**src/rtl/disp_regs_pkg.sv**
```systemverilog
package disp_regs_pkg;

    localparam int unsigned DISP_DIGITS = 8;
    localparam int unsigned DISP_DATA_W = 8;

    typedef enum logic [1:0] {
        TGT_NONE  = 2'd0,
        TGT_CHAR  = 2'd1,
        TGT_CTRL  = 2'd2,
        TGT_FLASH = 2'd3
    } wr_target_e;

endpackage

```
**src/rtl/disp_wr_decode.sv**
```systemverilog
module disp_wr_decode
    import disp_regs_pkg::*;
#(
    parameter int unsigned DIGITS = DISP_DIGITS,
    parameter int unsigned DATA_W = DISP_DATA_W,
    localparam int unsigned IDX_W  = $clog2(DIGITS),
    localparam int unsigned ADDR_W = IDX_W + 1
) (
    input  logic [ADDR_W-1:0] addr,
    input  logic [DATA_W-1:0] data,
    input  logic              ce_n,
    input  logic              wr_n,
    input  logic              flash_sel_n,
    output wr_target_e        tgt,
    output logic [IDX_W-1:0]  idx,
    output logic [DATA_W-1:0] wdata
);

    logic strobe;

    always_comb begin
        strobe = ~ce_n & ~wr_n;
        idx    = addr[IDX_W-1:0];
        wdata  = data;
        if (!strobe) begin
            tgt = TGT_NONE;
        end else if (!flash_sel_n) begin
            tgt = TGT_FLASH;
        end else if (addr[ADDR_W-1]) begin
            tgt = TGT_CHAR;
        end else begin
            tgt = TGT_CTRL;
        end
    end

endmodule

```
**src/rtl/disp_char_mem.sv**
```systemverilog
module disp_char_mem #(
    parameter int unsigned DIGITS = 8,
    parameter int unsigned DATA_W = 8,
    parameter logic [DATA_W-1:0] BLANK_CODE = 'h20,
    localparam int unsigned IDX_W = $clog2(DIGITS)
) (
    input  logic              clk,
    input  logic              rst,
    input  logic              we,
    input  logic [IDX_W-1:0]  widx,
    input  logic [DATA_W-1:0] wdata,
    input  logic [IDX_W-1:0]  ridx,
    output logic [DATA_W-1:0] rdata
);

    typedef struct packed {
        logic [DIGITS-1:0][DATA_W-1:0] word;
    } char_state_t;

    char_state_t state_d, state_q;

    always_comb begin
        state_d = state_q;
        for (int i = 0; i < DIGITS; i++) begin
            if (rst) begin
                state_d.word[i] = BLANK_CODE;
            end else if (we && (widx == IDX_W'(i))) begin
                state_d.word[i] = wdata;
            end
        end
    end

    always_ff @(posedge clk) begin
        state_q <= state_d;
    end

    assign rdata = state_q.word[ridx];

    AST_CHAR_LOAD: assert property (@(posedge clk) disable iff (rst)
        we |=> state_q.word[$past(widx)] == $past(wdata));

endmodule

```
**src/rtl/disp_flash_mem.sv**
```systemverilog
module disp_flash_mem #(
    parameter int unsigned DIGITS = 8,
    localparam int unsigned IDX_W = $clog2(DIGITS)
) (
    input  logic             clk,
    input  logic             rst,
    input  logic             we,
    input  logic [IDX_W-1:0] widx,
    input  logic             wbit,
    input  logic [IDX_W-1:0] ridx,
    output logic             rbit
);

    typedef struct packed {
        logic [DIGITS-1:0] blink;
    } flash_state_t;

    flash_state_t      state_d, state_q;
    logic [DIGITS-1:0] hit;

    for (genvar g = 0; g < DIGITS; g++) begin : g_hit
        assign hit[g] = we && (widx == IDX_W'(g));
    end

    always_comb begin
        state_d = state_q;
        if (rst) begin
            state_d.blink = '0;
        end else begin
            for (int i = 0; i < DIGITS; i++) begin
                if (hit[i]) begin
                    state_d.blink[i] = wbit;
                end
            end
        end
    end

    always_ff @(posedge clk) begin
        state_q <= state_d;
    end

    assign rbit = state_q.blink[ridx];

    AST_FLASH_LOAD: assert property (@(posedge clk) disable iff (rst)
        we |=> state_q.blink[$past(widx)] == $past(wbit));

endmodule

```
**src/rtl/disp_ctrl_reg.sv**
```systemverilog
module disp_ctrl_reg #(
    parameter int unsigned DATA_W = 8
) (
    input  logic              clk,
    input  logic              rst,
    input  logic              we,
    input  logic [DATA_W-1:0] wdata,
    output logic [DATA_W-1:0] value
);

    typedef struct packed {
        logic [DATA_W-1:0] ctrl;
    } ctrl_state_t;

    ctrl_state_t state_d, state_q;

    always_comb begin
        state_d = state_q;
        if (rst) begin
            state_d.ctrl = '0;
        end else if (we) begin
            state_d.ctrl = wdata;
        end
    end

    always_ff @(posedge clk) begin
        state_q <= state_d;
    end

    assign value = state_q.ctrl;

    AST_CTRL_LOAD: assert property (@(posedge clk) disable iff (rst)
        we |=> value == $past(wdata));

endmodule

```
**src/rtl/disp_regfile.sv**
```systemverilog
module disp_regfile
    import disp_regs_pkg::*;
#(
    parameter int unsigned DIGITS = DISP_DIGITS,
    parameter int unsigned DATA_W = DISP_DATA_W,
    parameter logic [DATA_W-1:0] BLANK_CODE = 'h20,
    localparam int unsigned IDX_W  = $clog2(DIGITS),
    localparam int unsigned ADDR_W = IDX_W + 1,
    localparam int unsigned CODE_W = DATA_W - 1
) (
    input  logic              clk,
    input  logic              rst,
    input  logic [DATA_W-1:0] bus_data,
    input  logic [ADDR_W-1:0] bus_addr,
    input  logic              ce_n,
    input  logic              wr_n,
    input  logic              flash_sel_n,
    input  logic [IDX_W-1:0]  scan_digit,
    output logic [CODE_W-1:0] scan_code,
    output logic              scan_page,
    output logic              scan_blink,
    output logic [DATA_W-1:0] ctrl_word
);

    wr_target_e        tgt;
    logic [IDX_W-1:0]  widx;
    logic [DATA_W-1:0] wdata;
    logic [DATA_W-1:0] char_word;

    disp_wr_decode #(.DIGITS(DIGITS), .DATA_W(DATA_W)) i_decode (
        .addr        (bus_addr),
        .data        (bus_data),
        .ce_n        (ce_n),
        .wr_n        (wr_n),
        .flash_sel_n (flash_sel_n),
        .tgt         (tgt),
        .idx         (widx),
        .wdata       (wdata)
    );

    disp_char_mem #(.DIGITS(DIGITS), .DATA_W(DATA_W), .BLANK_CODE(BLANK_CODE)) i_char (
        .clk   (clk),
        .rst   (rst),
        .we    (tgt == TGT_CHAR),
        .widx  (widx),
        .wdata (wdata),
        .ridx  (scan_digit),
        .rdata (char_word)
    );

    disp_flash_mem #(.DIGITS(DIGITS)) i_flash (
        .clk  (clk),
        .rst  (rst),
        .we   (tgt == TGT_FLASH),
        .widx (widx),
        .wbit (wdata[0]),
        .ridx (scan_digit),
        .rbit (scan_blink)
    );

    disp_ctrl_reg #(.DATA_W(DATA_W)) i_ctrl (
        .clk   (clk),
        .rst   (rst),
        .we    (tgt == TGT_CTRL),
        .wdata (wdata),
        .value (ctrl_word)
    );

    assign scan_code = char_word[CODE_W-1:0];
    assign scan_page = char_word[DATA_W-1];

    AST_IDLE_HOLD: assert property (@(posedge clk) disable iff (rst)
        (ce_n || wr_n) |=> $stable(ctrl_word));

    AST_FLASH_SPARES_CTRL: assert property (@(posedge clk) disable iff (rst)
        (!ce_n && !wr_n && !flash_sel_n) |=> $stable(ctrl_word));

endmodule

```
**config.mk**
```make
export PLATFORM = sky130hd
export DESIGN_NAME = disp_regfile
export DESIGN_NICKNAME = d
export VERILOG_FILES = /design/src/rtl/disp_regs_pkg.sv /design/src/rtl/disp_wr_decode.sv /design/src/rtl/disp_char_mem.sv /design/src/rtl/disp_flash_mem.sv /design/src/rtl/disp_ctrl_reg.sv /design/src/rtl/disp_regfile.sv
export SDC_FILE = /design/constraint.sdc
export NUM_CORES = 1
export LEC_CHECK = 0
export ABC_AREA = 1
export BUFFER_PORTS_ARGS = -buffer_cell sky130_fd_sc_hd__buf_2
export CELL_PAD_IN_SITES_DETAIL_PLACEMENT = 2
export CELL_PAD_IN_SITES_GLOBAL_PLACEMENT = 2
export CORE_ASPECT_RATIO = 0.6
export CORE_UTILIZATION = 29
export DETAILED_ROUTE_END_ITERATION = 8
export GPL_TIMING_DRIVEN = 0
export PLACE_DENSITY = 0.83
export SYNTH_ARGS = -nofsm -noshare
export SYNTH_HDL_FRONTEND = slang
export SYNTH_HIERARCHICAL = 1
export SYNTH_SLANG_ARGS = --single-unit
```
**constraint.sdc**
```tcl
create_clock -name clk -period 1.1 [get_ports clk]
set_input_delay 0.11 -clock clk [delete_from_list [all_inputs] [get_ports clk]]
set_output_delay 0.11 -clock clk [all_outputs]
set_load 0.01 [all_outputs]
```
==> metrics.yaml, run 1 <==
setup_path:
  rrSetupSlack_ns: 0.28
  cp_cell_sequence: "buf_2 -> buf_4 -> inv_6 -> buf_8 -> nand2_1 -> nand3_1 -> nand2_1 -> nand2_2 -> nand2_2 -> buf_6"
  crit_fanout: 10
  slowest_delay_ns: 0.22
  r2r_cells: 3
  r2r-end: "i_char/state_q[59]"
  critPathArrivalTime_ns: 1.24
  end_kind: "output port"
  r2r_start: "i_char/state_q[59]"
  crit_type: "primary input to output port"
  critPathSlowestCell: "buf_4"
  start_kind: "primary input"
  critPathLaunch: "scan_digit[0]"
  critPathRequiredTime_ns: 0.99
pwr:
  power.density_nw_per_um2: 1280
  p_leak_nw: 2.51
  irDropWorstVdd_mv: 0.638
run:
  drv_cap: 0
cells_and_area:
  layout_common_cells: "124 x nand2_1, 123 x nor2_1, 64 x inv_1"
  drive_above_1_share: 0.417
  final_util: 0.406
  fin_nets: 738
  area_growth_pct: 35.1
  n_antenna_cell: 0
  final_cells: 914
  final_common_cell: "nand2_1"
  final_area_um2: 5590
synthesis:
  syn-mean-instance-area_um2: 6.25
  ys_ff_latch: 80
  synth_area_leaders: "dfxtp_1 39%, nand2_1 15%, nor2_1 12%"
  yosys.area_share.adder: 0
  synth-seq-area-share: 0.387
  synth-compound-area-share: 0.0810
  synthSimpleGateAreaFrac: 0.373
  netlist.area_leader.share: 0.387
  synth_cells: 662
  syn-num-nets: 682
  synth_top_family_by_area: "simple AND/OR/NAND/NOR gates"
  synth_cell_types: 23
  synthMuxAreaShare: 0
  netlist_area_um2: 4140
  yosys.area_share.xor_xnor: 0
  synth_area_leader_cell: "dfxtp_1"
  yosysWarnings: 6
hold_path:
  worstHoldPathCells: 3
  min_from: "rst"
  worstHoldEndpoint: "i_char/state_q[61]"
  min_path_type: "primary input to flop"
sta:
  hold_violations: 0
  layout_setup_ws_ns: -0.252
  slew_violations: 0
  fin_crit_sh: 1.23
  rsz0062_at_grt: "true"
  fmax_mhz: 739
  final.min_clock_period_ns: 1.35
  setup_viol: 14
  tightestPinTransition_ns: 0.664
  fin_worst_skew_ns: 0
  relSlewSlack: 0.557
outcome:
  outcome: "finished, violations left"
  violations: "setup timing"
grt:
  grt_use_met2: 0.440
  grt-ovfl-total: 0
  track_usage: 0.243
  use_met3: 0.0454
  grtUsageMet1: 0.300
  grt_most_used_layer: "met2"
  first_global_vias: 4862
  antenna_found_initial: 0
  grt_max_degree: 14
  grt_pass1_wl_mm: 26.7
detailed_routing:
  vias_per_cell: 4.82
  drtAntennaViolNets: 0
  via_count: 4405
  drt_wl_total_mm: 18.2
  first_pass_iters: 4
  wl_per_cell_um: 19.9
  drtIter0Drc: 221
  drc_errors: 0
placed_design:
  io_buffers: 25
  postPlaceCellArea_um2: 4550
  routabilityCongestion: 0.827
  dp_cells: 879
  place_hpwl_mm: 11.3
cts:
  cts_max_path_buffers: 2
  cts_buffers: 9
  insertion_delay_ns: 0.34
  cts.hold.buffers_added: 0
  cts_sinks: 80
  htree_levels: 3
  clk_pin_slew_ns: 0.06
  cts_tree: "built"
  cts_root_buf: "clkbuf_16"
die:
  io_pins: 37
  chipHeight_um: 94.6
  rows: 33
  start_util: 0.300
  coreArea_um2: 13800
  dieArea_um2: 14800
  die_x_um: 156
## cells by family after synthesis
logic type             Yosys count
and+or+nand+nor                369
buffers and inverters          146
DFF                             80
AOI/OAI and AO/OA               67
## state kept, by name, summed over array words and instances, names as in the netlist
name and count:
i_ctrl/value 8, i_char/state_q 64, i_flash/state_q 8
## per-stage QoR
stage          setup TNS, ns  total power, mW  setup WS (ns)  hold slack (ns)
2_1_floorplan          -1.06             3.59        -0.0511            0.210
3_3_place_gp          -23.61             3.84         -0.372            0.397
3_5_place_dp          -30.19             3.89         -0.473            0.414
4_1_cts                -1.94             7.07         -0.244           0.0544
5_1_grt                -3.29             7.46         -0.320           0.0790
6_report               -2.16             7.17         -0.252           0.0779
## synthesized netlist by cell type, drive strengths merged
cell and n:
nand2 176, nor2 142, inv 105, dfxtp 80, o21ai 58, nand3 51
buf 25, a21oi 9, clkinv 8, clkbuf 7, clkdlybuf4s25 1
## how the worst max path moves through the flow
| stage | to | slack [ns] | cells past startpoint |
|---|---|---|---|
| 2_1_floorplan | i_char/state_q[26] | -0.05 | 10 |
| 5_1_grt | scan_code[6] | -0.32 | 7 |
| 6_report | scan_code[0] | -0.25 | 10 |
| 3_5_place_dp | i_char/state_q[58] | -0.47 | 11 |
| 3_3_place_gp | i_char/state_q[1] | -0.37 | 12 |
| 4_1_cts | scan_code[2] | -0.24 | 7 |
## cell type report
type | count | area, um2
Buffer | 33 | 284
Fill cell | 1693 | 8200
Inverter | 113 | 513
Clock buffer | 10 | 239
Timing Repair Buffer | 42 | 303
Tap cell | 192 | 240
Multi-Input combinational cell | 439 | 2280
Clock inverter | 5 | 57.6
Sequential cell | 80 | 1670
## layer usage
layer | wire length, um | vias to the layer above
li1 | - | 2095
met1 | 7820 | 2187
met2 | 9020 | 95
met3 | 1050 | 28
met4 | 336 | 0
met5 | 0 | -
## timing repair
item / in CTS / in global routing
buffers inserted: 10 / 7
setup endpoints to repair: 71 / 72
gates resized for setup: 120 / 117
gates cloned: 1 / 2
pin swaps: 41 / 37
## worst max-delay path: cells and delay by family
kind / cells / cell delay [ns]
AND/OR/NAND/NOR: 5 / 0.42
buffers and inverters: 5 / 0.70
## where the power goes
| part | leakage, nW | internal [mW] | switching, mW |
|---|---|---|---|
| clock network | 0.137 | 1.80 | 1.26 |
| registers | 0.672 | 2.96 | 0.0352 |
| logic | 1.71 | 0.382 | 0.728 |
No activity file was read; power rests on OpenSTA's default activity.
==> run 2, diff against run 1 <==
==> constraint.sdc (replaced) <==
create_clock -name clk -period 1.1 [get_ports clk]
set_input_delay 0.11 -clock clk [delete_from_list [all_inputs] [get_ports clk]]
set_output_delay 0.11 -clock clk [all_outputs]
set_load 0.05 [all_outputs]
==> run 2 against run 1 <==
The flow still finishes with violations (setup timing). Global-route usage decreased by 0.72 points. Total power increased by 9.1%. Clock power increased by 14%. Maximum frequency decreased by 7.2%. Critical path type is now flop to output port. Largest power group unchanged. Highest routed layer unchanged.
==> metrics.yaml, run 2 (synthesis results as in run 1) <==
die:
  start_util: 0.300
  coreArea_um2: 13800
  chipHeight_um: 94.6
  rows: 33
  dieArea_um2: 14800
  die_x_um: 156
  io_pins: 37
setup_path:
  start_kind: "flop"
  cp_cell_sequence: "inv_1 -> nand2_1 -> nand3_1 -> nand2_2 -> nand2_2 -> nand2_2 -> buf_8"
  rrSetupSlack_ns: 0.21
  critPathSlowestCell: "dfxtp_2"
  critPathArrivalTime_ns: 1.35
  crit_family: "simple AND/OR/NAND/NOR gates"
  crit_type: "flop to output port"
  slowest_delay_ns: 0.35
  crit_fanout: 2
  critical_path.most_common_cell: "nand2_2"
  critical_path_buf_inv_count: 2
  critPathRequiredTime_ns: 0.99
  end_kind: "output port"
detailed_routing:
  drc_errors: 0
  drtAntennaViolNets: 0
  vias_per_cell: 4.91
  first_pass_iters: 4
  wl_per_cell_um: 21.1
  drt_wl_total_mm: 19.3
  via_count: 4494
  drtIter0Drc: 151
cells_and_area:
  layout_common_cells: "124 x nand2_1, 118 x nor2_1, 79 x inv_1"
  final_cells: 915
  fin_nets: 739
  final_common_cell: "nand2_1"
  largest_register_ffs: 64
  final_area_um2: 5780
  area_growth_pct: 39.5
  drive_above_1_share: 0.400
  top_register: "i_char/state_q"
  n_antenna_cell: 0
sta:
  layout_setup_ws_ns: -0.357
  fin_crit_sh: 1.32
  rsz0062_at_grt: "true"
  tightestPinTransition_ns: 0.908
  relSlewSlack: 0.394
  setup_viol: 45
  final.min_clock_period_ns: 1.46
  hold_violations: 0
  fmax_mhz: 686
  fin_worst_skew_ns: 0
  slew_violations: 0
grt:
  grt_max_degree: 13
  first_global_vias: 4931
  grt_pass1_wl_mm: 25.9
  track_usage: 0.236
  grt-ovfl-total: 0
  antenna_found_initial: 0
placed_design:
  place_hpwl_mm: 11.3
  io_buffers: 25
  postPlaceCellArea_um2: 4570
  routabilityCongestion: 0.795
  dp_cells: 879
  post-place-ws_ns: -0.536
cts:
  cts_max_path_buffers: 2
  cts_buffers: 9
  cts_sinks: 80
  insertion_delay_ns: 0.35
  cts_tree: "built"
  cts_root_buf: "clkbuf_16"
  clk_pin_slew_ns: 0.06
  htree_levels: 3
pwr:
  irDropWorstVdd_mv: 0.669
  power.density_nw_per_um2: 1350
  p_leak_nw: 2.57
run:
  drv_cap: 0
outcome:
  violations: "setup timing"
  outcome: "finished, violations left"
hold_path:
  min_path_type: "primary input to flop"
[run 2: changes by cell type in the layout (fill, tap and decap cells not counted), sizes merged]
cell,change
clkbuf,+6
buf,-4
clkinvlp,-3
nand2,+2
bufinv,+1
inv,-1
[run 2: worst paths after layout]
kind / start / to / cells after the start
max reg2reg: i_char/state_q[61] / i_char/state_q[61] / 2
min reg2reg: i_flash/state_q[2] / i_flash/state_q[2] / 2
min: bus_data[5] / i_ctrl/value[5] / 5
max: i_char/state_q[16] / scan_code[0] / 7
[run 2: final cells by class]
class,instances,area [um2]
clock buffer,13,280
clock inverter,2,60.1
buffer,33,258
tap,192,240
timing repair buffer,41,369
fill,1628,8010
multi-input combinational,441,2390
inverter,113,519
sequential,80,1660
[run 2: per-layer routing]
metal  vias to the layer above  part of all wire  wire [um]  global-route usage
met4                         0             0.030        580              0.0735
met1                      2240              0.43       8320               0.290
met5                         -                 0          0                   0
met3                        42             0.051        977              0.0385
li1                       2108                 -          -                   -
met2                       104              0.49       9400               0.424
[run 2: worst register-to-register path, delay by kind of cell, from the launching register on]
kind | cells | cell delay [ns]
AOI/OAI and AO/OA | 1 | 0.34
buffers and inverters | 1 | 0.07
DFF | 1 | 0.36
[run 2: repair_timing]
item | 4_1_cts | 5_1_grt
pin swaps | 27 | 71
resized for setup | 109 | 135
hold endpoints to repair | 0 | 0
gates cloned | 1 | 4
hold buffers | 0 | 0
setup endpoints to repair | 72 | 72
buffers inserted | 8 | 8
[run 2: power breakdown]
part	internal, mW	total [mW]	leakage [nW]	switching, mW
clock network	2.23	3.49	0.168	1.26
registers	2.96	2.99	0.667	0.0351
logic	0.424	1.34	1.74	0.914
total	5.61	7.82	2.57	2.21
[run 2: per-stage QoR]
stage / TNS, ns / hold slack [ns] / util / power (mW)
finish: -5.03 / 0.115 / 0.419 / 7.82
detailed placement: -33.74 / 0.419 / 0.331 / 4.04
global placement: -23.96 / 0.395 / 0.331 / 4.00
CTS: -2.50 / 0.0626 / 0.381 / 7.64
global route: -7.80 / 0.140 / 0.419 / 8.08
floorplan: -1.06 / 0.210 / - / 3.74
==> run 3, diff against run 2 <==
--- a/config.mk
+++ b/config.mk
@@ -10,11 +10,10 @@
 export CELL_PAD_IN_SITES_DETAIL_PLACEMENT = 2
 export CELL_PAD_IN_SITES_GLOBAL_PLACEMENT = 2
 export CORE_ASPECT_RATIO = 0.6
-export CORE_UTILIZATION = 29
+export CORE_UTILIZATION = 28
 export DETAILED_ROUTE_END_ITERATION = 8
 export GPL_TIMING_DRIVEN = 0
-export PLACE_DENSITY = 0.83
+export PLACE_DENSITY = 0.81
 export SYNTH_ARGS = -nofsm -noshare
 export SYNTH_HDL_FRONTEND = slang
-export SYNTH_HIERARCHICAL = 1
 export SYNTH_SLANG_ARGS = --single-unit
==> run 3 against run 2 <==
The flow still finishes with violations (setup timing). Via count rose by 1.3%. Clock power fell by 14%. Final cell count fell by 0.98%. Clock skew did not move. Utilization fell by 5.3 points. Hold slack got worse by 0.069 ns. Critical endpoint is now scan_blink. Largest cell class unchanged. Largest power group unchanged. Highest routed layer unchanged.
==> metrics.yaml, run 3 <==
setup_path:
  end_kind: "output port"
  critPathArrivalTime_ns: 1.28
  critPathRequiredTime_ns: 0.99
  r2r_cells: 3
  crit_fanout: 2
  crit_type: "flop to output port"
  start_kind: "flop"
hold_path:
  worstHoldPathCells: 3
  min_path_type: "primary input to flop"
synthesis:
  synthMuxAreaShare: 0
  syn-mean-instance-area_um2: 6.08
  netlist_area_um2: 4040
  netlist.area_leader.share: 0.397
  yosysMostFrequentCell: "nand2_1"
  synthSimpleGateAreaFrac: 0.485
  ys_ff_latch: 80
  synth_top_family_by_area: "simple AND/OR/NAND/NOR gates"
  synth-seq-area-share: 0.397
  yosys.area_share.xor_xnor: 0
  synth_cells: 664
  async_reset_ff_frac: 0
  synth_area_leaders: "dfxtp_1 40%, nand2_1 20%, nor2_1 15%"
  yosys.area_share.adder: 0
  synth-compound-area-share: 0.0372
  syn-num-nets: 684
  synth_flop_cell: "dfxtp_1"
  synth_cell_types: 18
  synth_area_leader_cell: "dfxtp_1"
  synth-edff-count: 0
  ys_top_cells_by_count: "217 x nand2_1, 159 x nor2_1, 93 x nand3_1"
  yosysWarnings: 0
die:
  rows: 33
  io_pins: 37
  die_x_um: 157
  coreArea_um2: 13900
  chipHeight_um: 95.0
  start_util: 0.291
  dieArea_um2: 14900
grt:
  antenna_found_initial: 0
  grt_max_degree: 14
  grt_pass1_wl_mm: 27.2
  use_met3: 0.0423
  track_usage: 0.248
  grt_most_used_layer: "met2"
  grtUsageMet1: 0.338
  grt_use_met2: 0.407
  first_global_vias: 4993
  grt-ovfl-total: 0
placed_design:
  io_buffers: 31
  routabilityCongestion: 0.796
  place_hpwl_mm: 12.8
  dp_cells: 887
cells_and_area:
  n_antenna_cell: 0
  drive_above_1_share: 0.244
  top_register: "i_char.state_q"
  area_growth_pct: 25.8
  n_fill_cell: 1736
  final_cells: 906
  layout_common_cells: "190 x nand2_1, 157 x nor2_1, 89 x nand3_1"
  final_common_cell: "nand2_1"
  fin_nets: 729
  largest_register_ffs: 64
cts:
  clk_pin_slew_ns: 0.06
  cts_tree: "built"
  cts_buffers: 9
  cts.hold.buffers_added: 0
  insertion_delay_ns: 0.35
  cts_root_buf: "clkbuf_16"
  cts_max_path_buffers: 2
  htree_levels: 3
  cts_sinks: 80
sta:
  hold_slack_ns: 0.0459
  relSlewSlack: 0.575
  hold_violations: 0
  fmax_mhz: 717
  slew_violations: 0
  rsz0062_at_grt: "true"
  setup_viol: 9
  fin_worst_skew_ns: 0
  tightestPinTransition_ns: 0.638
  fin_crit_sh: 1.27
  final.min_clock_period_ns: 1.39
  layout_setup_ws_ns: -0.294
run:
  drv_cap: 0
detailed_routing:
  via_count: 4552
  drtIter0Drc: 195
  wl_per_cell_um: 19.0
  drc_errors: 0
  drt_wl_total_mm: 17.2
  first_pass_iters: 5
  vias_per_cell: 5.02
  drtAntennaViolNets: 0
outcome:
  outcome: "finished, violations left"
  violations: "setup timing"
pwr:
  power.density_nw_per_um2: 1360
  irDropWorstVdd_mv: 0.604
  p_leak_nw: 2.27
[run 3: changes by cell type after synthesis, sizes merged, moves of 2 or more]
cell / change
inv: -65
clkinv: -7
nor2: +26
o21ai: -32
nand2: +42
buf: +2
nand3: +43
a21oi: -5
[run 3: area by class of cell]
class                           count  area [um2]  area share
Buffer                             33         208      0.0409
Clock buffer                        9         225      0.0444
Clock inverter                      7        62.6      0.0123
Inverter                           41         163      0.0320
Multi-Input combinational cell    510        2260       0.445
Sequential cell                    80        1650       0.325
Tap cell                          192         240      0.0473
Timing Repair Buffer               34         273      0.0537
[run 3: kinds of logic (layout without fill, tap and decap cells)]
group,Yosys count,in the layout
and+or+nand+nor,480,480
DFF,80,80
buffers and inverters,74,124
AOI/OAI and AO/OA,30,30
[run 3: worst max-delay path, cell delays in order (launching register included)]
cell,delay (ns)
dfxtp_2,0.34
nand2_1,0.06
nand2_1,0.06
nand2_1,0.05
o21ai_1,0.07
nand2_1,0.11
nand2_4,0.11
buf_8,0.14
[run 3: power breakdown]
group	total, mW	switching [mW]	internal [mW]
Clock	3.00	1.27	1.74
Combinational	0.930	0.672	0.257
Sequential	2.95	0.0180	2.93
Total	6.88	1.96	4.92
[run 3: metrics by stage]
step | util | area, um2 | worst slack (ns) | power, mW | setup TNS [ns]
final | 0.366 | 5080 | -0.294 | 6.88 | -2.43
after floorplan | - | 4100 | -0.0210 | 3.53 | -0.0210
after detailed placement | 0.324 | 4490 | -0.685 | 3.83 | -19.72
after CTS | 0.361 | 5010 | -0.303 | 6.93 | -2.50
after global placement | 0.324 | 4490 | -0.691 | 3.79 | -14.55
after global routing | 0.366 | 5080 | -0.371 | 7.13 | -3.10
[run 3: path summary, 6_finish.rpt]
check | start | to | slack [ns]
worst min-delay path | bus_data[2] | i_ctrl.value[2] | 0.05
worst max register to register | i_char.state_q[1] | i_char.state_q[1] | 0.31
worst max-delay path | i_flash.state_q[2] | scan_blink | -0.29
worst min register to register | i_char.state_q[37] | i_char.state_q[37] | 0.46
[run 3: repair_timing]
action                                  CTS  global route
endpoints found under the setup margin    9            24
gates resized for setup                  99            35
pin swaps                                17            14
gates cloned                              0             0
setup buffers                             2             1
[run 3: metal layers]
| metal | up-vias | routed length [um] |
|---|---|---|
| li1 | 2147 | - |
| met1 | 2303 | 8690 |
| met2 | 83 | 7730 |
| met3 | 19 | 591 |
| met4 | 0 | 207 |
| met5 | - | 0 |
